===== src/rtl/arb_pkg.sv =====
package arb_pkg;

  // Index of the lowest set bit; 0 when none is set (callers gate with a valid).
  function automatic int lowest_set(input logic [31:0] vec);
    for (int i = 0; i < 32; i++) begin
      if (vec[i]) return i;
    end
    return 0;
  endfunction

  // Saturating increment toward a ceiling.
  function automatic logic [31:0] sat_inc(input logic [31:0] v, input logic [31:0] top);
    return (v >= top) ? v : v + 32'd1;
  endfunction

  // One-hot decode of an index into a vector of up to 32 bits.
  function automatic logic [31:0] onehot_of(input int idx);
    return 32'd1 << idx;
  endfunction

endpackage


===== src/rtl/arb_age_bank.sv =====
module arb_age_bank #(
  parameter int N_MASTERS = 4,
  parameter int AGE_W     = 4
) (
  input  logic                               clk,
  input  logic                               rst_n,
  input  logic [N_MASTERS-1:0]               req,
  input  logic [N_MASTERS-1:0]               grant_nxt,
  output logic [N_MASTERS-1:0][AGE_W-1:0]    age
);
  import arb_pkg::*;

  localparam logic [31:0] AGE_TOP = 32'((64'd1 << AGE_W) - 64'd1);

  generate
    for (genvar g = 0; g < N_MASTERS; g++) begin : g_age
      logic             waiting;
      logic [AGE_W-1:0] cnt_q;

      // A master ages only while it asks and is not the owner after this edge.
      assign waiting = req[g] & ~grant_nxt[g];

      always_ff @(posedge clk or negedge rst_n) begin
        if (!rst_n) begin
          cnt_q <= '0;
        end else if (waiting) begin
          cnt_q <= AGE_W'(sat_inc(32'(cnt_q), AGE_TOP));
        end else begin
          cnt_q <= '0;
        end
      end

      assign age[g] = cnt_q;
    end
  endgenerate

endmodule


===== src/rtl/arb_select.sv =====
module arb_select #(
  parameter int N_MASTERS = 4,
  parameter int AGE_W     = 4,
  localparam int IDX_W    = (N_MASTERS > 1) ? $clog2(N_MASTERS) : 1
) (
  input  logic [N_MASTERS-1:0]               req,
  input  logic [N_MASTERS-1:0][AGE_W-1:0]    age,
  input  logic [AGE_W-1:0]                   age_limit,
  output logic                               win_v,
  output logic [IDX_W-1:0]                   win_idx,
  output logic [N_MASTERS-1:0]               promoted
);
  import arb_pkg::*;

  generate
    for (genvar g = 0; g < N_MASTERS; g++) begin : g_promo
      assign promoted[g] = req[g] & (age[g] >= age_limit);
    end
  endgenerate

  // Promoted requesters form their own, higher tier; fixed order inside each tier.
  always_comb begin
    win_v = |req;
    if (|promoted) begin
      win_idx = IDX_W'(lowest_set(32'(promoted)));
    end else begin
      win_idx = IDX_W'(lowest_set(32'(req)));
    end
  end

endmodule


===== src/rtl/arb_owner.sv =====
module arb_owner #(
  parameter int N_MASTERS = 4,
  localparam int IDX_W    = (N_MASTERS > 1) ? $clog2(N_MASTERS) : 1
) (
  input  logic                  clk,
  input  logic                  rst_n,
  input  logic                  win_v,
  input  logic [IDX_W-1:0]      win_idx,
  input  logic                  xfer_done,
  input  logic [N_MASTERS-1:0]  lock,
  output logic                  owner_v,
  output logic [IDX_W-1:0]      owner_idx,
  output logic [N_MASTERS-1:0]  grant,
  output logic [N_MASTERS-1:0]  grant_nxt,
  output logic                  rearb
);
  import arb_pkg::*;

  logic             owned_lock;
  logic             nxt_v;
  logic [IDX_W-1:0] nxt_idx;

  // Only the owner's lock bit is consulted.
  assign owned_lock = owner_v & lock[owner_idx];
  assign rearb      = ~owner_v | (xfer_done & ~owned_lock);

  always_comb begin
    nxt_v   = owner_v;
    nxt_idx = owner_idx;
    if (rearb) begin
      nxt_v   = win_v;
      nxt_idx = win_v ? win_idx : '0;
    end
    grant_nxt = nxt_v ? N_MASTERS'(onehot_of(int'(nxt_idx))) : '0;
  end

  always_ff @(posedge clk or negedge rst_n) begin
    if (!rst_n) begin
      owner_v   <= 1'b0;
      owner_idx <= '0;
      grant     <= '0;
    end else begin
      owner_v   <= nxt_v;
      owner_idx <= nxt_idx;
      grant     <= grant_nxt;
    end
  end

endmodule


===== src/rtl/shared_bus_arbiter.sv =====
module shared_bus_arbiter #(
  parameter int N_MASTERS = 4,
  parameter int AGE_W     = 4
) (
  input  logic                  clk,
  input  logic                  rst_n,
  input  logic [N_MASTERS-1:0]  req,
  input  logic [N_MASTERS-1:0]  lock,
  input  logic                  xfer_done,
  input  logic [AGE_W-1:0]      age_limit,
  output logic [N_MASTERS-1:0]  grant,
  output logic                  bus_idle
);
  localparam int IDX_W = (N_MASTERS > 1) ? $clog2(N_MASTERS) : 1;

  logic [N_MASTERS-1:0][AGE_W-1:0] age_w;
  logic [N_MASTERS-1:0]            promoted_w;
  logic [N_MASTERS-1:0]            grant_nxt_w;
  logic                            win_v_w;
  logic [IDX_W-1:0]                win_idx_w;
  logic                            owner_v_w;
  logic [IDX_W-1:0]                owner_idx_w;
  logic                            rearb_w;

  arb_age_bank #(.N_MASTERS(N_MASTERS), .AGE_W(AGE_W)) u_age (
    .clk       (clk),
    .rst_n     (rst_n),
    .req       (req),
    .grant_nxt (grant_nxt_w),
    .age       (age_w)
  );

  arb_select #(.N_MASTERS(N_MASTERS), .AGE_W(AGE_W)) u_sel (
    .req       (req),
    .age       (age_w),
    .age_limit (age_limit),
    .win_v     (win_v_w),
    .win_idx   (win_idx_w),
    .promoted  (promoted_w)
  );

  arb_owner #(.N_MASTERS(N_MASTERS)) u_own (
    .clk       (clk),
    .rst_n     (rst_n),
    .win_v     (win_v_w),
    .win_idx   (win_idx_w),
    .xfer_done (xfer_done),
    .lock      (lock),
    .owner_v   (owner_v_w),
    .owner_idx (owner_idx_w),
    .grant     (grant),
    .grant_nxt (grant_nxt_w),
    .rearb     (rearb_w)
  );

  assign bus_idle = ~owner_v_w;

endmodule


===== config.mk =====
export PLATFORM = sky130hd
export DESIGN_NAME = shared_bus_arbiter
export DESIGN_NICKNAME = d
export VERILOG_FILES = /design/src/rtl/arb_pkg.sv /design/src/rtl/arb_age_bank.sv /design/src/rtl/arb_select.sv /design/src/rtl/arb_owner.sv /design/src/rtl/shared_bus_arbiter.sv
export SDC_FILE = /design/constraint.sdc
export NUM_CORES = 1
export LEC_CHECK = 0
export ABC_AREA = 1
export CAP_MARGIN = 20
export CORE_MARGIN = 1
export CORE_UTILIZATION = 55
export CTS_CLUSTER_SIZE = 12
export DETAILED_ROUTE_END_ITERATION = 8
export PLACE_DENSITY = 0.81
export RECOVER_POWER = 50
export SYNTH_ARGS = -nofsm -noshare
export SYNTH_HDL_FRONTEND = slang
export SYNTH_SLANG_ARGS = --single-unit
export TNS_END_PERCENT = 20

===== constraint.sdc =====
create_clock -name clk -period 1.77 [get_ports clk]
set_input_delay 0.354 -clock clk [delete_from_list [all_inputs] [get_ports clk]]
set_output_delay 0.354 -clock clk [all_outputs]
set_load 0.005 [all_outputs]

== Word level (Yosys, flattened, before mapping) ==
Index checks and enable logic that the tools add are counted.
Widths: inputs -> output; s select.
Cells by class
  equality and inequality tests: 4
  reductions and logical operators: 2
  multiplexer cells: 61
  add/sub/neg operators: 4
  bitwise gates (word level): 17
  multipliers: 0
  shift-type cells: 1
  $lt $le $gt $ge: 9
  divide/modulo/power cells: 0
Operators by type and width (number)
  $mux 1: 36
  $mux 4: 9
  $mux 2: 15
  $add 4x1->4 const B: 4
  $ge 4x4->1: 4
  $ge 4x4->1 const B: 4
  $and 1x1->1: 10
  $ne 2x2->1 const B: 4
  $reduce_or 4->1: 2
  $not 1->1: 6
  $shl 1x2->4 const A: 1
  $lt 2x3->1 const B: 1
  $bmux 1 s2: 1
  $or 1x1->1: 1
Word-level totals
  flip-flop bits (word level): 23
  memories kept: 0
  bits in read-only memories: 0
  output and inout bits: 5
  input port bits: 15
  bits in latches: 0
  memory bits (writable): 0
  logic and storage cells: 105

== Depth between registers and ports, before layout ==
  depth in word-level cells: 22
  depth in mapped cells: 16
  depth with buffers taken out: 16

== Hierarchy ==
From an unflattened synthesis, not the netlist that was laid out.
Unflattened totals
  cell total of the unflattened synthesis: 227
  area total of the unflattened synthesis: 1676.6 um2
By module, submodules not included
  arb_age_bank: cells each 109, area an instance 855.8 um2, instances 1, seq. area each 400.4 um2
  arb_select: cells each 78, area an instance 486.7 um2, instances 1, seq. area each 0.0 um2
  arb_owner: cells each 39, area an instance 330.3 um2, instances 1, seq. area each 175.2 um2
  shared_bus_arbiter: cells each 1, area an instance 3.8 um2, instances 1, seq. area each 0.0 um2

== Worst setup path after synthesis ==
Ideal clock, no wire load.
  kind: input port to flip-flop
  start: input port age_limit[3]
  end: register u_age.g_age[3].cnt_q[2]
  setup slack: 0.117 ns
  setup time: 0.121 ns
  data arrival time: 1.532 ns
  stages on the path: 14
  path through: inv_1 > ha_1 > nand2_1 > inv_1 > nand3_1 > nand3_1 > nand2_1 > nor2_1 > nor2_1 > nand2_2 > nand2_4 > nand2_1 > nand2_2 > nor2_1
On the way
  word-level cells in the longest chain between the ends: 19
Ends and longest elaborated chain
  start: declaration: RTL line shared_bus_arbiter.sv:10  | input logic [AGE_W-1:0] age_limit,
  $ge 4x4->1: RTL line arb_select.sv:17  | assign promoted[g] = req[g] & (age[g] >= age_limit);
  $and 1x1->1: RTL line arb_select.sv:17
  $mux 1: RTL line arb_pkg.sv:6  | if (vec[i]) return i;
  $mux 1, on equally long branches (2 in series): RTL line arb_pkg.sv:6, arb_pkg.sv:5
  $mux 1, on equally long branches: RTL line arb_pkg.sv:6, arb_select.sv:24
  $mux 1 (3 in series): RTL line arb_pkg.sv:5  | for (int i = 0; i < 32; i++) begin
  $mux 1: RTL line arb_select.sv:24  | if (|promoted) begin
  $mux 2: RTL line arb_pkg.sv:8  | return 0;
  $mux 2 *: RTL line arb_select.sv:24
  $mux 2 *: RTL line arb_owner.sv:32  | nxt_idx = win_v ? win_idx : '0;
  $mux 2 *: RTL line arb_owner.sv:30  | if (rearb) begin
  via u_own.nxt_idx[0]: RTL line arb_owner.sv:21  | logic [IDX_W-1:0] nxt_idx;
  $shl 1x2->4 *: RTL line arb_pkg.sv:18  | return 32'd1 << idx;
  $mux 4 *: RTL line arb_owner.sv:34  | grant_nxt = nxt_v ? N_MASTERS'(onehot_of(int'(nxt_idx))) : '0;
  $not 1->1 *: RTL line arb_age_bank.sv:21  | assign waiting = req[g] & ~grant_nxt[g];
  $and 1x1->1 *: RTL line arb_age_bank.sv:21
  $ne 2x2->1 (no source line) or $mux 4 (tied branches)
  end signal: assignment: RTL line arb_age_bank.sv:27  | cnt_q <= AGE_W'(sat_inc(32'(cnt_q), AGE_TOP));
  end: declaration: RTL line arb_age_bank.sv:18  | logic [AGE_W-1:0] cnt_q;
The timed path passes the listed nets; every way through them passes the cells marked *. The select of a mux whose other input is x is not followed.
A chain may end at the register's enable or synchronous reset.

== Worst setup path after layout ==
  start: register u_age.g_age[0].cnt_q[1]
  end: register u_own.grant[2]
On the way
  word-level cells in the longest chain between the ends: 16
Ends and longest elaborated chain
  start: declaration: RTL line arb_age_bank.sv:18
  start signal: assignment: RTL line arb_age_bank.sv:27
  $ge 4x4->1 *: RTL line arb_select.sv:17
  $and 1x1->1 *: RTL line arb_select.sv:17
  $mux 1 (4 in series): RTL line arb_pkg.sv:6
  $mux 1 (3 in series): RTL line arb_pkg.sv:5
  $mux 1: RTL line arb_select.sv:24
  $mux 2: RTL line arb_pkg.sv:8
  $mux 2 *: RTL line arb_select.sv:24
  $mux 2 *: RTL line arb_owner.sv:32
  $mux 2 *: RTL line arb_owner.sv:30
  via u_own.nxt_idx[1]: RTL line arb_owner.sv:21
  $shl 1x2->4 *: RTL line arb_pkg.sv:18
  $mux 4 *: RTL line arb_owner.sv:34
  via grant_nxt_w[2]: RTL line shared_bus_arbiter.sv:18  | logic [N_MASTERS-1:0] grant_nxt_w;
  end signal: assignment: RTL line arb_owner.sv:45  | grant <= grant_nxt;
  end: declaration: RTL line arb_owner.sv:13  | output logic [N_MASTERS-1:0] grant,
Marks and branches as above.

==> out/results.ini <==
[status]
outcome=finished with violations
violations=setup timing

[floorplan]
die_x_um=55.7
coreArea_mm2=0.00273
io_pins=20
initial_core_util_pct=58.1
dieHeight_um=55.7
rows=19
fp.dieArea_mm2=0.00311

[final_layout]
final_common_cell=inv_1
drive_gt1_share_pct=37.1
finalInstanceArea_mm2=0.00226
seqCellArea_um2=577
nNetsFinal=284
multi_input_area_mm2=0.00114
fill_cells=158
post-route-util_pct=82.6
syn2layout_area_growth_pct=42.2
most-common-layout-cells=29 x inv_1, 27 x nand2_1, 22 x dfrtp_1
n_antenna_cell=0
stdcell_count=279

[worst_setup_path]
crit_start=u_age.g_age[0].cnt_q[1]$_DFFE_PN0P_
worst_r2r_startpoint=u_age.g_age[0].cnt_q[1]$_DFFE_PN0P_
path_max_fanout=4
required_ns=2.06
critPathLaunchType=flop
ff2ff_setup_slack_ns=-0.12
crit_path_end_kind=flop
path_class=flop to flop
cp.arrival_ns=2.18

[pwr]
leakage_nw=1.18
power.total_w=0.00268
ir_drop_mv=1.29
power_density_mw_per_mm2=1190

[drt]
drtIter0Drc=93
postRouteAntennaNets=0
vias=1598
avgRoutedWirePerCell_um=16.9
vias_per_cell=5.73
drc=0
routed_wirelength_um=4710
first_pass_iters=4

[job]
drv_cap=0

[clocking]
cts_max_level=1
root_buffer=clkbuf_4
clock-sinks=23
cts_tree=done
cts_made_buffers=3
cts_buffer_depth=2
clock_latency_ns=0.34
cts_hold_buf=0
clk_pin_slew_ns=0.14

[synthesis]
syn_area_mm2=0.00159
yosysSeqAreaShare_pct=36.2
synth_cell_types=19
synth.ff_latch_count=23
ys_warn_count=0
avgSynthCellArea_um2=7.71
synth_nets=241
syn_inst=206

[grt]
antenna_found_initial=0
grt_max_degree=24
overflow=0
grt_pass1_wl_um=6960
grt_pass1_vias=1536
grt_usage_pct=29.6

[timing]
timing.fmax_mhz=528
rsz0062_at_grt=yes
tightest_slew_ns=0.619
clock_skew_ns=0.00460
setup_viol=20
slew_headroom_pct=58.7
drv_slew=0
layout_min_cycle_time_ns=1.89
finalCritPeriodShare_pct=107
setup_ws_ns=-0.124
hold_viol_final=0

[placement]
placed_cells=267
pre_cts_slack_ns=-0.584
routabilityCongestion=0.770
numPortBuffers=19
place_hpwl_um=2580
placedInstanceArea_mm2=0.00190

[worst_hold_path]
min_path_type=input port to async pin

## cells by family after synthesis
family | Yosys count | synth area share [%]
simple gates | 102 | 29.6
buf+inv | 39 | 9.22
flops | 23 | 36.2
fa+ha+maj | 20 | 15.8
compound gates | 14 | 4.41
xor+xnor | 4 | 2.21
mux | 4 | 2.52
## critical path, stage by stage, from the launching register on
cell	delay (ns)
dfrtp_1	0.44
ha_4	0.27
nand2_2	0.09
nand2_2	0.08
nand2_2	0.08
nand3_2	0.07
nand2_2	0.11
nand2_2	0.08
nor2_2	0.10
nand2_2	0.09
nand2_4	0.11
nand3_2	0.13
buf_4	0.16
inv_1	0.04
## synthesized netlist by cell type
master / instances / share of area [%]
nand3b_1: 1 / 0.47
nor3_1: 4 / 1.3
or2_2: 4 / 1.6
mux2i_1: 4 / 2.5
o21ai_0: 9 / 2.8
nor2_4: 1 / 0.71
nand3_1: 23 / 7.2
nor2_1: 18 / 4.3
nand4_1: 1 / 0.39
nand2_2: 8 / 3.2
nand2_4: 1 / 0.71
nor2_2: 1 / 0.39
ha_1: 20 / 16
inv_1: 38 / 9.0
a21oi_1: 5 / 1.6
nand2_1: 40 / 9.5
xor2_1: 4 / 2.2
inv_2: 1 / 0.24
dfrtp_1: 23 / 36
## flip-flops by register name (all words and copies together), names as in the netlist
| signal | flops |
|---|---|
| u_own.owner_idx | 2 |
| u_age.g_age.cnt_q | 16 |
| u_own.grant | 4 |
| u_own.owner_v | 1 |
## routing by layer
layer / vias to the layer above / wire length [µm] / track usage [%]
li1: 738 / - / -
met3: 23 / 281 / 3.95
met5: - / 0 / 0
met2: 79 / 2360 / 52.0
met1: 758 / 1840 / 34.9
met4: 0 / 233 / 15.7
## path summary, 6_finish.rpt
| path | to | cells past startpoint |
|---|---|---|
| max reg2reg | u_own.grant[2]$_DFF_PN0_ | 13 |
| min in group clk | u_own.owner_v$_DFF_PN0_ | 2 |
| min | u_age.g_age[3].cnt_q[2]$_DFFE_PN0P_ | 2 |
| max | u_own.grant[2]$_DFF_PN0_ | 13 |
| min reg2reg | u_own.owner_v$_DFF_PN0_ | 2 |
| max in group asynchronous | u_age.g_age[2].cnt_q[1]$_DFFE_PN0P_ | 2 |
## stage by stage
stage | hold WS (ns) | setup TNS (ns)
2_1_floorplan | 0.0584 | 0
5_1_grt | 0.603 | -3.43
4_1_cts | 0.367 | -0.111
3_5_place_dp | 0.563 | -10.93
3_3_place_gp | 0.567 | -9.91
6_report | 0.532 | -2.07
## where the power goes
group	internal, W	switching, W
sequential	0.000681	0.000127
combinational	0.000713	0.000885
clock	0.0000851	0.000188
## cell type report
| type | instances | area share [%] |
|---|---|---|
| Sequential cell | 23 | 25.5 |
| Multi-Input combinational cell | 144 | 50.3 |
| Timing Repair Buffer | 38 | 14.4 |
| Clock buffer | 3 | 0.997 |
| Tap cell | 31 | 1.72 |
| Inverter | 39 | 6.81 |
| Clock inverter | 1 | 0.222 |
## what timing repair did
item / 4_1_cts / 5_1_grt
setup buffers: 2 / 6
pin swaps: 16 / 11
cloned: 0 / 0
resized for setup: 32 / 34
setup endpoints to repair: 20 / 21
Note: power is estimated with default switching activity, not from simulation.
